==> config.mk <==
export PLATFORM = sky130hd
export DESIGN_NAME = dest_req_arbiter
export DESIGN_NICKNAME = d
export VERILOG_FILES = /design/src/rtl/arb_pkg.sv /design/src/rtl/arb_lfsr.sv /design/src/rtl/arb_addr_filter.sv /design/src/rtl/arb_batch_order.sv /design/src/rtl/arb_dest_fifo.sv /design/src/rtl/dest_req_arbiter.sv
export SDC_FILE = /design/constraint.sdc
export NUM_CORES = 1
export LEC_CHECK = 0
export BUFFER_PORTS_ARGS = -buffer_cell sky130_fd_sc_hd__buf_4
export CORE_ASPECT_RATIO = 0.75
export CORE_MARGIN = 3
export CORE_UTILIZATION = 65
export DETAILED_ROUTE_END_ITERATION = 10
export PLACE_DENSITY_LB_ADDON = 0.1
export SLEW_MARGIN = 20
export SYNTH_ARGS = -nofsm -noshare
export SYNTH_HDL_FRONTEND = slang
export SYNTH_SLANG_ARGS = --single-unit
==> constraint.sdc <==
create_clock -name clk -period 9.4 [get_ports clk]
set_input_delay 1.88 -clock clk [delete_from_list [all_inputs] [get_ports clk]]
set_output_delay 1.88 -clock clk [all_outputs]
set_load 0.03 [all_outputs]
==> src/rtl/arb_pkg.sv <==
// Package: shared helpers for the destination request arbiter.
// Assumes every ring index is below the modulus passed in.
package arb_pkg;

    // Width of the pseudo-random generator that picks the batch start point.
    localparam int LFSR_W = 8;

    // Modular add used for ring pointers and rotations.
    function automatic int unsigned ring_add(int unsigned a, int unsigned b,
                                             int unsigned n);
        return (a + b) % n;
    endfunction

endpackage

==> src/rtl/arb_lfsr.sv <==
// Module: free-running Galois LFSR. It produces the rotating start point used
// to order a batch of requests that arrive in the same cycle.
// Assumes N >= 2. The start point is the state reduced modulo N.
module arb_lfsr #(
    parameter int N     = 4,
    parameter int IDX_W = 2,
    parameter logic [arb_pkg::LFSR_W-1:0] SEED = 8'hA5
) (
    input  logic             clk,
    input  logic             rst_n,
    output logic [IDX_W-1:0] start_pt
);
    import arb_pkg::*;

    logic [LFSR_W-1:0] state;

    // Purpose: advance the generator every cycle (taps 8,6,5,4).
    always_ff @(posedge clk) begin
        if (!rst_n) state <= SEED;
        else        state <= {1'b0, state[LFSR_W-1:1]} ^
                             (state[0] ? 8'hB8 : 8'h00);
    end

    // Purpose: fold the state into a legal input index.
    always_comb start_pt = IDX_W'(int'(state) % N);

    // The state never reaches zero, or the generator would stop.
    p_lfsr_live_r5: assert property (@(posedge clk) disable iff (!rst_n)
        state != '0);
endmodule

==> src/rtl/arb_addr_filter.sv <==
// Module: address filter. It marks each bus lane whose valid request targets
// this output's address.
// Assumes the bus is packed lane by lane, lane 0 in the low bits.
module arb_addr_filter #(
    parameter int N      = 4,
    parameter int ADDR_W = 2,
    parameter logic [ADDR_W-1:0] OWN_ADDR = '0
) (
    input  logic [N-1:0]        req_valid,
    input  logic [N*ADDR_W-1:0] req_dest,
    output logic [N-1:0]        match
);
    // Purpose: one comparator per lane.
    for (genvar g = 0; g < N; g++) begin : g_lane
        assign match[g] = req_valid[g] &&
                          (req_dest[g*ADDR_W +: ADDR_W] == OWN_ADDR);
    end
endmodule

==> src/rtl/arb_batch_order.sv <==
// Module: batch ordering. It lists the matched lanes in ascending order with
// wrap-around, beginning at the start point, and counts them.
// Assumes start_pt < N.
module arb_batch_order #(
    parameter int N     = 4,
    parameter int IDX_W = 2,
    parameter int CNT_W = 3
) (
    input  logic                      clk,
    input  logic                      rst_n,
    input  logic [N-1:0]              match,
    input  logic [IDX_W-1:0]          start_pt,
    output logic [N-1:0][IDX_W-1:0]   ord_idx,
    output logic [CNT_W-1:0]          ord_n
);
    import arb_pkg::*;

    // Purpose: compact the matched lanes in rotated order.
    always_comb begin
        int unsigned pos;
        int unsigned lane;
        pos = 0;
        for (int k = 0; k < N; k++) ord_idx[k] = '0;
        for (int k = 0; k < N; k++) begin
            lane = ring_add(int'(start_pt), k, N);
            if (match[lane]) begin
                ord_idx[pos] = IDX_W'(lane);
                pos = pos + 1;
            end
        end
        ord_n = CNT_W'(pos);
    end

    // The list covers the whole batch, so none of it is dropped.
    p_batch_whole_r2: assert property (@(posedge clk) disable iff (!rst_n)
        int'(ord_n) == $countones(match));
    // The first listed lane is matched whenever the batch is non-empty.
    p_first_match_r5: assert property (@(posedge clk) disable iff (!rst_n)
        (ord_n != '0) |-> match[ord_idx[0]]);
endmodule

==> src/rtl/arb_dest_fifo.sv <==
// Module: destination queue. It is an N-entry ring that accepts up to N
// entries per cycle and releases one entry per pop.
// Assumes the caller never pushes more than the free space.
module arb_dest_fifo #(
    parameter int N     = 4,
    parameter int IDX_W = 2,
    parameter int LOC_W = 4,
    parameter int CNT_W = 3
) (
    input  logic                    clk,
    input  logic                    rst_n,
    input  logic [CNT_W-1:0]        push_n,
    input  logic [N-1:0][IDX_W-1:0] push_idx,
    input  logic [N-1:0][LOC_W-1:0] push_loc,
    input  logic                    pop,
    output logic [IDX_W-1:0]        head_idx,
    output logic [LOC_W-1:0]        head_loc,
    output logic                    empty
);
    import arb_pkg::*;

    logic [N-1:0][IDX_W-1:0] mem_idx;
    logic [N-1:0][LOC_W-1:0] mem_loc;
    logic [IDX_W-1:0]        wr_ptr, rd_ptr;
    logic [CNT_W-1:0]        count;
    logic                    pop_ok;

    assign empty    = (count == '0);
    assign pop_ok   = pop && !empty;
    assign head_idx = mem_idx[rd_ptr];
    assign head_loc = mem_loc[rd_ptr];

    // Purpose: write the whole batch into consecutive ring slots.
    always_ff @(posedge clk) begin
        for (int j = 0; j < N; j++) begin
            if (j < int'(push_n)) begin
                mem_idx[ring_add(int'(wr_ptr), j, N)] <= push_idx[j];
                mem_loc[ring_add(int'(wr_ptr), j, N)] <= push_loc[j];
            end
        end
    end

    // Purpose: move the pointers and the occupancy count.
    always_ff @(posedge clk) begin
        if (!rst_n) begin
            wr_ptr <= '0;
            rd_ptr <= '0;
            count  <= '0;
        end else begin
            wr_ptr <= IDX_W'(ring_add(int'(wr_ptr), int'(push_n), N));
            if (pop_ok) rd_ptr <= IDX_W'(ring_add(int'(rd_ptr), 1, N));
            count  <= count + push_n - CNT_W'(pop_ok);
        end
    end

    // The occupancy after this edge stays within the N entries.
    p_no_overflow_r3: assert property (@(posedge clk) disable iff (!rst_n)
        int'(count) + int'(push_n) - int'(pop_ok) <= N);
    // The count changes only through a push or a pop.
    p_count_hold_r2: assert property (@(posedge clk) disable iff (!rst_n)
        (push_n == '0 && !pop) |=> $stable(count));
endmodule

==> src/rtl/dest_req_arbiter.sv <==
// Module: per-output request arbiter (top). It filters the broadcast request
// bus by address, queues each batch in rotated order, and grants the head
// one cycle after each slot strobe.
// Assumes each input has at most one outstanding request for this output.
module dest_req_arbiter #(
    parameter int N_IN   = 4,
    parameter int ADDR_W = 2,
    parameter int LOC_W  = 4,
    parameter logic [ADDR_W-1:0] OWN_ADDR = 2'd2,
    localparam int IDX_W = $clog2(N_IN),
    localparam int CNT_W = $clog2(N_IN + 1)
) (
    input  logic                    clk,
    input  logic                    rst_n,
    input  logic                    slot_tick,
    input  logic [N_IN-1:0]         req_valid,
    input  logic [N_IN*ADDR_W-1:0]  req_dest,
    input  logic [N_IN*LOC_W-1:0]   req_loc,
    output logic                    gnt_valid,
    output logic [IDX_W-1:0]        gnt_input,
    output logic [LOC_W-1:0]        gnt_loc
);
    logic [N_IN-1:0]             match;
    logic [IDX_W-1:0]            start_pt;
    logic [N_IN-1:0][IDX_W-1:0]  ord_idx;
    logic [N_IN-1:0][LOC_W-1:0]  ord_loc;
    logic [CNT_W-1:0]            ord_n;
    logic [IDX_W-1:0]            head_idx;
    logic [LOC_W-1:0]            head_loc;
    logic                        q_empty;

    arb_addr_filter #(.N(N_IN), .ADDR_W(ADDR_W), .OWN_ADDR(OWN_ADDR)) u_filter (
        .req_valid(req_valid), .req_dest(req_dest), .match(match));

    arb_lfsr #(.N(N_IN), .IDX_W(IDX_W)) u_lfsr (
        .clk(clk), .rst_n(rst_n), .start_pt(start_pt));

    arb_batch_order #(.N(N_IN), .IDX_W(IDX_W), .CNT_W(CNT_W)) u_order (
        .clk(clk), .rst_n(rst_n), .match(match), .start_pt(start_pt),
        .ord_idx(ord_idx), .ord_n(ord_n));

    // Purpose: pick each ordered lane's location field off the bus.
    always_comb begin
        for (int k = 0; k < N_IN; k++)
            ord_loc[k] = req_loc[int'(ord_idx[k])*LOC_W +: LOC_W];
    end

    arb_dest_fifo #(.N(N_IN), .IDX_W(IDX_W), .LOC_W(LOC_W), .CNT_W(CNT_W)) u_fifo (
        .clk(clk), .rst_n(rst_n), .push_n(ord_n), .push_idx(ord_idx),
        .push_loc(ord_loc), .pop(slot_tick), .head_idx(head_idx),
        .head_loc(head_loc), .empty(q_empty));

    // Purpose: register the grant for the head popped by this strobe.
    always_ff @(posedge clk) begin
        if (!rst_n) begin
            gnt_valid <= 1'b0;
            gnt_input <= '0;
            gnt_loc   <= '0;
        end else begin
            gnt_valid <= slot_tick && !q_empty;
            gnt_input <= head_idx;
            gnt_loc   <= head_loc;
        end
    end

    // A grant always follows a strobe by one cycle.
    p_grant_after_tick_r6: assert property (@(posedge clk) disable iff (!rst_n)
        gnt_valid |-> $past(slot_tick));
    // A strobe with a waiting request always yields a grant.
    p_tick_serves_r6: assert property (@(posedge clk) disable iff (!rst_n)
        (slot_tick && !q_empty) |=> gnt_valid);
    // No strobe, no grant.
    p_no_tick_r7: assert property (@(posedge clk) disable iff (!rst_n)
        !slot_tick |=> !gnt_valid);
endmodule

== Word-level counts from Yosys, hierarchy flattened ==
Index checks and enable logic that the tools add are counted.
Word-level totals
  flip-flop bits (word level): 46
  input port bits: 31
Cells by class
  $add $sub $neg: 13
  order comparisons: 23
  equal/unequal tests: 4
  shifts and indexed selects: 4
  multiplexer cells: 62
  bitwise gates (word level): 1
  reductions and logical operators: 14
Operators by type and width (count)
  $bwmux W16: 4
  $ge A32 B1 Y1 const B: 2
  $lt A32 B3 Y1 const B: 2
  $mux W16: 4
  $mux W32: 2
  $mux W8: 8
  $shiftx A16 B5 Y4: 4
  $bwmux W8: 7
  $add A32 B1 Y32 const B: 1
  $demux W4 S2: 4
  $demux W2 S2: 7
  $lt A2 B3 Y1 const B: 9
  $mux W4: 5
  $mux W2: 9
  $logic_and A1 B1 Y1: 12
  $add A2 B2 Y2 const B: 4
  $bmux W1 S2: 4
  $bmux W4 S2: 1
  $eq A2 B2 Y1 const B: 4
  $ge A2 B1 Y1 const B: 4
  $xor A7 B8 Y8: 1
  $add A2 B1 Y2 const B: 3
  $lt A1 B3 Y1 const A: 2
  $lt A2 B3 Y1 const A: 2
  12 further kinds: 16

== Depth between registers and ports, before layout ==
Gate-level depths: netlist of the first run.
  depth in word-level cells: 24
  gate-level depth with buffers: 19

== Modules after synthesis ==
Synthesis of the first run repeated with hierarchy kept, for this count alone.
Second synthesis, totals
  cells, all modules: 397
  area, all modules: 3737.3 µm²
Modules (own cells, without submodules)
  arb_dest_fifo: instances 1, cells each 246, area each 2095.8 µm², sequential area each 620.6 µm²
  arb_batch_order: instances 1, cells each 96, area each 750.7 µm², sequential area each 0.0 µm²
  dest_req_arbiter: instances 1, cells each 30, area each 606.8 µm², sequential area each 140.1 µm²
  arb_lfsr: instances 1, cells each 21, area each 249.0 µm², sequential area each 160.2 µm²
  arb_addr_filter: instances 1, cells each 4, area each 35.0 µm², sequential area each 0.0 µm²

== Least setup slack after synthesis of the first run ==
OpenSTA, ideal clock, no wires.
  path kind: input to register
  from: input req_dest[0]
  to: register u_fifo.mem_loc[11] in the netlist's numbering
  arrival time: 5.337 ns
  setup slack: 3.942 ns
  stages on the path: 15
  path through: and4b_1 > or2_2 > o21a_1 > ha_1 > clkbuf_1 > xnor2_4 > ha_1 > ha_1 > nand2b_1 > nor2_1 > a2111oi_2 > nand2_1 > nand4_1 > o221ai_1 > a221o_1
Between the ends
  longest elaborated chain between the ends: 24
Ends and longest elaborated chain
  from (decl): RTL line dest_req_arbiter.sv:17  | input logic [N_IN*ADDR_W-1:0] req_dest,
  $eq A2 B2 Y1 (*): RTL line arb_addr_filter.sv:16  | (req_dest[g*ADDR_W +: ADDR_W] == OWN_ADDR);
  $logic_and A1 B1 Y1 (*): RTL line arb_addr_filter.sv:15  | assign match[g] = req_valid[g] &&
  $bmux W1 S2: RTL line arb_batch_order.sv:26  | if (match[lane]) begin
  $mux W1 (implied by the code): RTL line arb_batch_order.sv:26
  $mux W1: RTL line arb_batch_order.sv:26
  $add A1 B1 Y2 (tied with other cells): RTL line arb_batch_order.sv:28  | pos = pos + 1;
  $mux W32 / $logic_and A1 B1 Y1 (equally long branches): RTL line arb_batch_order.sv:26, arb_batch_order.sv:27
  $add A32 B1 Y32 (tied with other cells): RTL line arb_batch_order.sv:28
  (+8 left out)
  $bwmux W16: RTL line arb_dest_fifo.sv:38  | mem_loc[ring_add(int'(wr_ptr), j, N)] <= push_loc[j];
  $mux W16: RTL line arb_dest_fifo.sv:36  | if (j < int'(push_n)) begin
  $bwmux W16: RTL line arb_dest_fifo.sv:38
  $mux W16: RTL line arb_dest_fifo.sv:36
  $bwmux W16: RTL line arb_dest_fifo.sv:38
  $mux W16: RTL line arb_dest_fifo.sv:36
  $bwmux W16: RTL line arb_dest_fifo.sv:38
  $mux W16 (*): RTL line arb_dest_fifo.sv:36
  to (signal, indexed assignment): RTL line arb_dest_fifo.sv:38
  to (decl): RTL line arb_dest_fifo.sv:23  | logic [N-1:0][LOC_W-1:0] mem_loc;
Every way passes the cells marked *; elsewhere a longest branch is shown, timed or not. The select of a mux whose other input is x is not followed.
A chain may end at the register's enable or synchronous reset.

== Final worst setup path of the first run ==
  from: input req_dest[5]
  to: register u_fifo.mem_loc[11] in the netlist's numbering
The elaborated chain is that of the path after synthesis.

==> results of run 1 <==
critical path: cells and delay by family:
kind / cells / cell delay [ps]
compound gates: 5 / 1880
simple gates: 6 / 1200
fa+ha+maj: 2 / 910
buf+inv: 2 / 200
power by group through the flow:
stage / combinational [W] / clock, W / sequential, W
2_1_floorplan: 0.000380 / 0 / 0.000321
3_3_place_gp: 0.000474 / 0 / 0.000338
3_5_place_dp: 0.000490 / 0 / 0.000339
4_1_cts: 0.000493 / 0.000124 / 0.000335
5_1_grt: 0.000545 / 0.000130 / 0.000344
6_report: 0.000502 / 0.000125 / 0.000339
registers in the layout, indices dropped and copies added (netlist names):
signal	flops
gnt_input	2
gnt_loc	4
gnt_valid	1
u_fifo.count	3
u_fifo.mem_idx	8
u_fifo.mem_loc	16
u_fifo.rd_ptr	2
u_fifo.wr_ptr	2
u_lfsr.state	8
layout make-up:
type	count	area, um2	share of cell area (%)
Clock buffer	5	68.82	1.547
Inverter	20	75.07	1.687
Timing Repair Buffer	38	285.3	6.412
Tap cell	78	97.59	2.193
Clock inverter	3	21.27	0.4781
Multi-Input combinational cell	379	2980	66.99
Sequential cell	46	920.9	20.70
placed cells by master (no fill, tap or decap), drive strengths merged, types with 3 or more instances in the layout:
cell type / count
dfxtp: 46
buf: 38
nand2: 35
a21oi: 32
o21ai: 31
mux2i: 30
nor2: 23
and2: 21
inv: 20
nand3: 16
mux2: 16
a221o: 13
a21o: 13
ha: 13
o22a: 12
a31oi: 11
mux4: 10
xnor2: 9
o31a: 6
a211oi: 6
o22ai: 6
a22oi: 6
nand2b: 5
clkbuf: 5
and3b: 4
nand3b: 4
o21a: 4
nor2b: 4
a211o: 4
o221ai: 4
o211ai: 4
nor3: 4
nand4b: 3
nand4bb: 3
xor2: 3
per-stage QoR:
stage | setup WS [ps] | util [%]
floorplan | 3942 | -
CTS | 3653 | 74.83
global placement | 3485 | 73.32
global route | 3322 | 74.83
finish | 3512 | 74.83
detailed placement | 3375 | 73.32
layer usage:
layer	vias up	wire length (um)
li1	1828	-
met1	1938	5278
met2	279	4979
met3	17	1505
met4	0	116
met5	-	0
path summary, 6_finish.rpt:
path	slack [ps]	depth (start not counted)	end	from
worst max register to register	4330	14	u_fifo.mem_loc[11]$_DFF_P_	u_lfsr.state[1]$_SDFF_PN0_
worst max-delay path	3510	15	u_fifo.mem_loc[11]$_DFF_P_	req_dest[5]
worst min register to register	450	1	u_lfsr.state[1]$_SDFF_PN0_	u_lfsr.state[2]$_SDFF_PN1_
worst min-delay path	450	1	u_lfsr.state[1]$_SDFF_PN0_	u_lfsr.state[2]$_SDFF_PN1_
kinds of logic (layout without fill, tap and decap cells):
group	count (synthesis)	in the layout	synth area share [%]
AO/OA/AOI/OAI	167	167	30.27
XOR/XNOR	12	12	3.021
adder cells (fa/ha/maj)	14	14	4.455
buffers and inverters	43	66	4.852
flip-flops	46	46	22.46
multiplexers	56	56	17.30
AND/OR/NAND/NOR	130	130	17.64
==> run metrics, run 1 <==
result of the run=finished clean; Ys Warns=0; GRT met2 Usage=48.06%; Post-synth top cells=46 x dfxtp_1, 34 x nand2_1, 29 x a21oi_1, 29 x mux2i_1, 23 x nor2_1; Layout area overhead=8.514%; Net Sw Frac=41.79%; initial antenna violation count=0; RSZ-0062 raised after global routing=no; root buffer cell=clkbuf_8; final non-filler cell total=569; Int Pwr=0.0005627 W; Peak Freq=169.9 MHz; row count=24; Post-synth EDFFs=0; area of the mapped netlist=4100 um2; worst slew pin tran=1046 ps; Avg Vias per Cell=7.139; residual DRC count=0; main flop type after synthesis=dfxtp_1; Synth top area share=22.46%; Critical Path End Type=flop; H-Tree Depth=2; Startpoint Class=primary input; DRT Wirelength=11,880 um; vias in the first global route=3,608; hold buffers post-CTS=0; crit path kind=primary input to flop; post_cts resized=0; max-slew violations=0; post-synthesis cell count=468; worst endpoint required time=9590 ps; fillers=451; clk slew on worst S/H paths=90 ps; antenna diode count=0; sequential share of power=35.1%; clock buffer depth=2; Area contributors post-synth=dfxtp_1 22%, mux2i_1 7.1%, mux4_2 5.5%; port bufs=37; GRT Max-Usage Layer=met2; Clk Latency, worst-skew pair=300 ps; Die X=97.71 um; cts bufs inserted=5; post-synthesis sequential area ratio=22.46%; Final GP Congestion=0.9367; Finished Cell Area=4449 um2; most common cell in the synthesized netlist=dfxtp_1; # setup viols final=0; Worst slew margin=30.24%; Clock Skew=8.980 ps; Leak=1.865 nW; initial core utilization=68.96%; crit share post-route=62.63%; worst path cell trace=buf_4 -> nor4bb_1 -> or2_2 -> o21a_1 -> ha_1 -> and2_1 -> nand2_1 -> ha_1 -> inv_1 -> nor2_1 -> a22oi_1 -> o21ai_0 -> nand4_1 -> o221ai_1 -> a221o_1; max incr delay on CP=790 ps; Post-synth ARST share=0%; setup_tns=0 ps; Slowest cell on crit path=a22oi_1; met1 Usage GRT=46.35%; Mean Syn Cell Area=8.761 um2; Post-CTS Setup Inserts=0; Iteration-0 DRC Markers=465; WP data arrival=6080 ps; worst vdd ir=0.00009207 V; top cell type by total area after synthesis=dfxtp_1; CTS tree=done; Post-DRT Antenna Nets=0; Hold Fails Final Rpt=0; Via Count=4,062; HP Class=flop to flop; max cap viols=0; met3 usage=6.852%; layout cells sized above 1=18.94%; first-pass GRT wire length=18,430 um; Psw=0.0004040 W; Power Dens Cells=217.3 nW/um2; total power=0.0009667 W; Clk pwr share=12.9%; #FFs+latches synth=46; global-route usage over all layers=31.54%; largest net degree at the start of global routing=26; die height=74.78 um; Congestion Overflow GR=0; Area after DPL=4359 um2; num ports=38; fin crit period=5888 ps; syn_nets=513; die area=7307 um2; CP dominant cell by count=ha_1; Detail Placement HPWL=9163 um; post-DR wirelength/cell=20.88 um; smallest hold slack=453.6 ps; combinational cell fraction of total power=51.9%; Core ar.=5946 um2; nets@finish=535; Cells after DPL=561; Max Fanout on Critical Path=12; count of different cell masters after synthesis=70; First-pass DRT Iterations=6; CTS sink count=46
Power figures use the tool's default switching activity.
==> inputs of run 2 (changes only) <==
- ABC_AREA: default -> 1
- CORE_UTILIZATION: 65 -> 61
- clock period: 9.4 -> 5.8 ns (I/O delays scaled with it)
==> run metrics, run 2 <==
result of the run=finished clean; Post-synth EDFFs=0 (unchanged); Ys Warns=0 (unchanged); count of different cell masters after synthesis=44 (-37%); Detail Placement HPWL=10,840 um (+18%); initial antenna violation count=0 (unchanged); row count=26 (+8.3%); layout cells sized above 1=20.90% (+2.0 points); main flop type after synthesis=dfxtp_1; Congestion Overflow GR=0 (unchanged); root buffer cell=clkbuf_8; Mean Syn Cell Area=6.381 um2 (-27%); Hold Fails Final Rpt=0 (unchanged); Area contributors post-synth=dfxtp_1 21%, nand2_1 14%, nand3_1 13%; max reg flops=16 (unchanged); sequential share of power=26.7% (-8.4 points); worst endpoint required time=5990 ps (-3600 ps); fin crit period=4437 ps; most common cell in the synthesized netlist=nand2_1; Final GP Congestion=1.003 (+7.1%); num ports=38 (unchanged); crit share post-route=76.50%; Clk Latency, worst-skew pair=310 ps (about the same); Worst slew margin=48.33% (+18 points); Leak=2.482 nW (+33%); Die X=104.8 um (+7.3%); post-synthesis sequential area ratio=20.62% (-1.8 points); worst slew pin tran=766.9 ps (-279.4 ps); total power=0.001992 W (+110%); Worst Path Buf+Inv=3 (+1); global-route usage over all layers=32.54% (+0.99 points); post-DR wirelength/cell=16.49 um (-21%); Post-synth ARST share=0% (unchanged); top cell type by total area after synthesis=dfxtp_1; Clk pwr share=12.1% (-0.8 points); Power Dens Cells=408.5 nW/um2 (+88%); HP Class=flop to flop; vias in the first global route=4,134 (+15%); crit path kind=primary input to flop; hold buffers post-CTS=0 (unchanged); Startpoint Class=primary input; fillers=631 (+40%); WP data arrival=4630 ps (-1450 ps); residual DRC count=0 (unchanged); Top reg by flops=u_fifo.mem_loc; RSZ-0062 raised after global routing=no; Int Pwr=0.0009886 W (+76%); Synth top area share=20.62% (-1.8 points); antenna diode count=0 (unchanged); nets@finish=776 (+45%); syn_nets=745 (+45%); Post-synth top cells=166 x nand2_1, 114 x nand3_1, 66 x nor2_1, 65 x inv_1, 46 x dfxtp_1; # setup viols final=0 (unchanged); commonest non-fill, non-tap cell in the layout=nand2_1; worst vdd ir=0.0002050 V (+120%); Peak Freq=225.4 MHz; worst path cell trace=buf_4 -> nand2_1 -> nor2_1 -> nand2_1 -> nand3_1 -> nand2_1 -> inv_1 -> ha_1 -> nand3_1 -> nand2_2 -> inv_2 -> ha_1 -> or2_4 -> nand2_4 -> ha_1 -> fa_1 -> xnor2_1 -> xor2_1 -> xor2_1 -> nor2_1; combinational cell fraction of total power=61.2% (+9.3 points); H-Tree Depth=2 (unchanged); setup_tns=0 ps (unchanged); die height=80.11 um (+7.1%); cts bufs inserted=5 (unchanged); Core ar.=6962 um2 (+17%); setup slack after layout=1363 ps (-2149 ps); clock buffer depth=2 (unchanged); max incr delay on CP=430 ps (-360 ps); delay-heaviest family, CP=adder cells; clk slew on worst S/H paths=90 ps (about the same); post_cts resized=0 (unchanged); Critical Path End Type=flop; CTS tree=done; max cap viols=0 (unchanged); First-pass DRT Iterations=7 (+1); largest registers=u_fifo.mem_loc: 16 flops, u_fifo.mem_idx: 8 flops, u_lfsr.state: 8 flops; area of the mapped netlist=4467 um2 (+8.9%); #FFs+latches synth=46 (unchanged); DRT Wirelength=13,690 um (+15%); Post-DRT Antenna Nets=0 (unchanged); Max Fanout on Critical Path=6 (-6); Post-CTS Setup Inserts=0 (unchanged); Net Sw Frac=50.36% (+8.6 points); die area=8396 um2 (+15%); Psw=0.001003 W (+150%); fin util=70.04% (-4.8 points); Slowest cell on crit path=fa_1; first-pass GRT wire length=21,640 um (+17%); max-slew violations=0 (unchanged); Iteration-0 DRC Markers=529 (+14%); Avg Vias per Cell=5.848 (-18%); CTS sink count=46 (unchanged); Layout area overhead=9.160%; pre-CTS setup slack=1015 ps (-2360 ps); largest net degree at the start of global routing=17 (-35%); most frequent cells in the layout=166 x nand2_1, 114 x nand3_1, 66 x nor2_1; Clock Skew=7.243 ps (-1.737 ps); port bufs=37 (unchanged); initial core utilization=64.16% (-4.8 points); post-synthesis cell count=700 (+50%); Via Count=4,854 (+19%)
## run 2: power groups by stage
stage / registers, W / clock network (W) / logic [W]
floorplan: 0.000535 / 0 / 0.000867
global placement: 0.000529 / 0 / 0.00114
detailed placement: 0.000533 / 0 / 0.00117
CTS: 0.000527 / 0.000244 / 0.00118
global route: 0.000540 / 0.000251 / 0.00132
finish: 0.000531 / 0.000241 / 0.00122
## run 2: tightest hold or removal path: stages (launching register included)
cell     delay (ps)
dfxtp_1         310
nand2_1          50
inv_1            30
## run 2: metrics by stage
stage | hold WS, ps | area [um2] | cells
5_1_grt | 446.7 | 4876 | 830
4_1_cts | 432.4 | 4876 | 830
2_1_floorplan | 390.5 | 4467 | 700
6_report | 427.7 | 4876 | 830
3_3_place_gp | 393.5 | 4763 | 822
3_5_place_dp | 402.8 | 4763 | 822
## run 2: per-layer routing
metal / track usage, % / part of all wire, % / vias to the layer above
met4: 6.946 / 1.7 / 0
met3: 6.988 / 14 / 31
li1: - / - / 2324
met2: 47.50 / 40 / 311
met1: 48.63 / 44 / 2188
met5: 0 / 0 / -
## run 2: area by class of cell
| type | instances | area (um2) | area share [%] |
|---|---|---|---|
| inverters | 108 | 419.2 | 8.596 |
| clock inverters | 3 | 43.79 | 0.8981 |
| well taps | 98 | 122.6 | 2.515 |
| repair buffers | 38 | 285.3 | 5.851 |
| flip-flops and latches | 46 | 920.9 | 18.89 |
| multi-input cells | 532 | 3015 | 61.84 |
| clock buffers | 5 | 68.82 | 1.411 |
## run 2: kinds of logic after synthesis
logic type,count (synthesis),synth area share [%]
AO/OA/AOI/OAI,98,13.03
adder cells (fa/ha/maj),14,4.090
flip-flops,46,20.62
XOR/XNOR,6,1.177
AND/OR/NAND/NOR,414,49.22
buffers and inverters,122,11.88
## run 2: worst paths after layout
kind,start,endpoint,slack [ps],cells after the start
hold / removal,u_lfsr.state[2]$_SDFF_PN1_,u_lfsr.state[1]$_SDFF_PN0_,430,2
setup reg to reg,u_lfsr.state[0]$_SDFF_PN1_,u_fifo.count[2]$_SDFF_PN0_,1490,20
setup / recovery,req_valid[3],u_fifo.count[2]$_SDFF_PN0_,1360,20
hold reg to reg,u_lfsr.state[2]$_SDFF_PN1_,u_lfsr.state[1]$_SDFF_PN0_,430,2
==> inputs of run 3 (changes only) <==
- ABC_AREA: 1 -> 0
- clock period: 5.8 -> 4.6 ns (I/O delays scaled with it)
==> run metrics, run 3 (synthesized netlist as in run 1, its figures left out) <==
Iteration-0 DRC Markers=504 (-4.7%); Area after DPL=4566 um2 (-4.2%); # setup viols final=0 (unchanged); Clk Latency, worst-skew pair=300 ps (about the same); Clock Skew=4.039 ps (-3.204 ps); worst endpoint required time=4800 ps (-1190 ps); RSZ-0062 raised after global routing=no; Avg Vias per Cell=6.865 (+17%); Register-to-Register Path Depth=15 (-25%); clock buffer depth=2 (unchanged); row count=25 (-3.8%); Leak=1.993 nW (-20%); max-slew violations=0 (unchanged); antenna diode count=0 (unchanged); First-pass DRT Iterations=6 (-1); most frequent cells in the layout=65 x buf_4, 46 x dfxtp_1, 34 x nand2_1; initial antenna violation count=0 (unchanged); worst path cell trace=buf_4 -> nor4bb_1 -> or2_2 -> o21a_1 -> ha_1 -> xnor2_4 -> ha_1 -> nor2_1 -> a21oi_4 -> inv_1 -> ha_1 -> fa_1 -> xnor2_1 -> xnor2_1 -> xnor2_1 -> and2_1; largest net degree at the start of global routing=23 (+6); Multi-input gate area=2980 um2 (-1.2%); max cap viols=0 (unchanged); Startpoint Class=primary input; nets@finish=562 (-28%); Critical Path End Type=flop; post_cts resized=0 (unchanged); CP Depth=16 (-20%); Worst Path Buf+Inv=2 (-1); Post-DRT Antenna Nets=0 (unchanged); initial core utilization=63.94% (-0.22 points); hold path depth=1 (-1); commonest non-fill, non-tap cell in the layout=buf_4; pre-CTS setup slack=2.829 ps (-1012 ps); fin crit period=4295 ps; global-route usage over all layers=30.91% (-1.6 points); delay-heaviest family, CP=adder cells; HP Class=flop to flop; DRT Wirelength=11,930 um (-13%); Hold Fails Final Rpt=0 (unchanged); CTS sink count=46 (unchanged); fillers=492 (-22%); Slowest cell on crit path=nor4bb_1; Layout area overhead=13.27%; worst vdd ir=0.0001675 V (-18%); Detail Placement HPWL=9393 um (-13%); num ports=38 (unchanged); setup slack after layout=304.6 ps (-1059 ps); Finished Cell Area=4644 um2 (-4.7%); residual DRC count=0 (unchanged); Post-CTS Setup Inserts=0 (unchanged); Max Fanout on Critical Path=8 (+2); Final GP Congestion=1.009 (+0.53%); crit share post-route=93.38%; fin util=72.43% (+2.4 points); Worst slew margin=60.56% (+12 points); Top reg by flops=u_fifo.mem_loc; Peak Freq=232.8 MHz; Die X=100.7 um (-4.0%); CTS tree=done; layout cells sized above 1=23.02% (+2.1 points); storage element area=920.9 um2 (unchanged); clk slew on worst S/H paths=80 ps (about the same); Congestion Overflow GR=0 (unchanged); port bufs=37 (unchanged); die height=77 um (-3.9%); root buffer cell=clkbuf_8; smallest hold slack=449.7 ps (+21.99 ps); cts bufs inserted=5 (unchanged); max incr delay on CP=450 ps (+20 ps); H-Tree Depth=2 (unchanged); die area=7752 um2 (-7.7%); WP data arrival=4500 ps (-130 ps); hold buffers post-CTS=0 (unchanged); max reg flops=16 (unchanged); vias in the first global route=3,816 (-7.7%); largest registers=u_fifo.mem_loc: 16 flops, u_fifo.mem_idx: 8 flops, u_lfsr.state: 8 flops; result of the run=finished clean; crit path kind=primary input to flop; Core ar.=6412 um2 (-7.9%); setup_tns=0 ps (unchanged); Via Count=4,105 (-15%); first-pass GRT wire length=19,410 um (-10%); Power Dens Cells=432.9 nW/um2 (+6.0%); worst slew pin tran=587.7 ps (-179.2 ps); post-DR wirelength/cell=19.95 um (+21%)
==> run 3: worst paths after layout <==
| kind | slack [ps] | end | startpoint |
|---|---|---|---|
| max | 300 | u_fifo.count[2]$_SDFF_PN0_ | req_dest[4] |
| min | 450 | u_lfsr.state[2]$_SDFF_PN1_ | u_lfsr.state[3]$_SDFF_PN0_ |
| max reg2reg | 570 | u_fifo.count[2]$_SDFF_PN0_ | u_lfsr.state[1]$_SDFF_PN0_ |
| min reg2reg | 450 | u_lfsr.state[2]$_SDFF_PN1_ | u_lfsr.state[3]$_SDFF_PN0_ |
==> run 3: cell type report <==
cell class                 count  area share [%]
clock buffer                   5           1.482
clock inverter                 2          0.2155
inverter                      20           1.616
multi-input combinational    379           64.17
sequential                    46           19.83
tap                           81           2.182
timing repair buffer          65           10.51
==> run 3: metal layers <==
| metal | track usage, % | share of wire (%) | wire, um |
|---|---|---|---|
| met1 | 47.05 | 45 | 5321 |
| met2 | 45.14 | 42 | 4960 |
| met3 | 5.818 | 13 | 1509 |
| met4 | 5.922 | 1.2 | 138 |
| met5 | 0 | 0 | 0 |
==> run 3: power breakdown <==
part | switching (W) | total (W) | internal, W
Combinational | 0.000556 | 0.00108 | 0.000527
Clock | 0.000139 | 0.000241 | 0.000102
Sequential | 0.000129 | 0.000687 | 0.000557
Total | 0.000824 | 0.00201 | 0.00119
==> run 3: stage by stage <==
| step | total power (W) | instances |
|---|---|---|
| after detailed placement | 0.001744 | 591 |
| after floorplan | 0.001434 | 468 |
| after global placement | 0.001706 | 591 |
| final | 0.002011 | 598 |
| after CTS | 0.001980 | 598 |
| after global routing | 0.002134 | 598 |
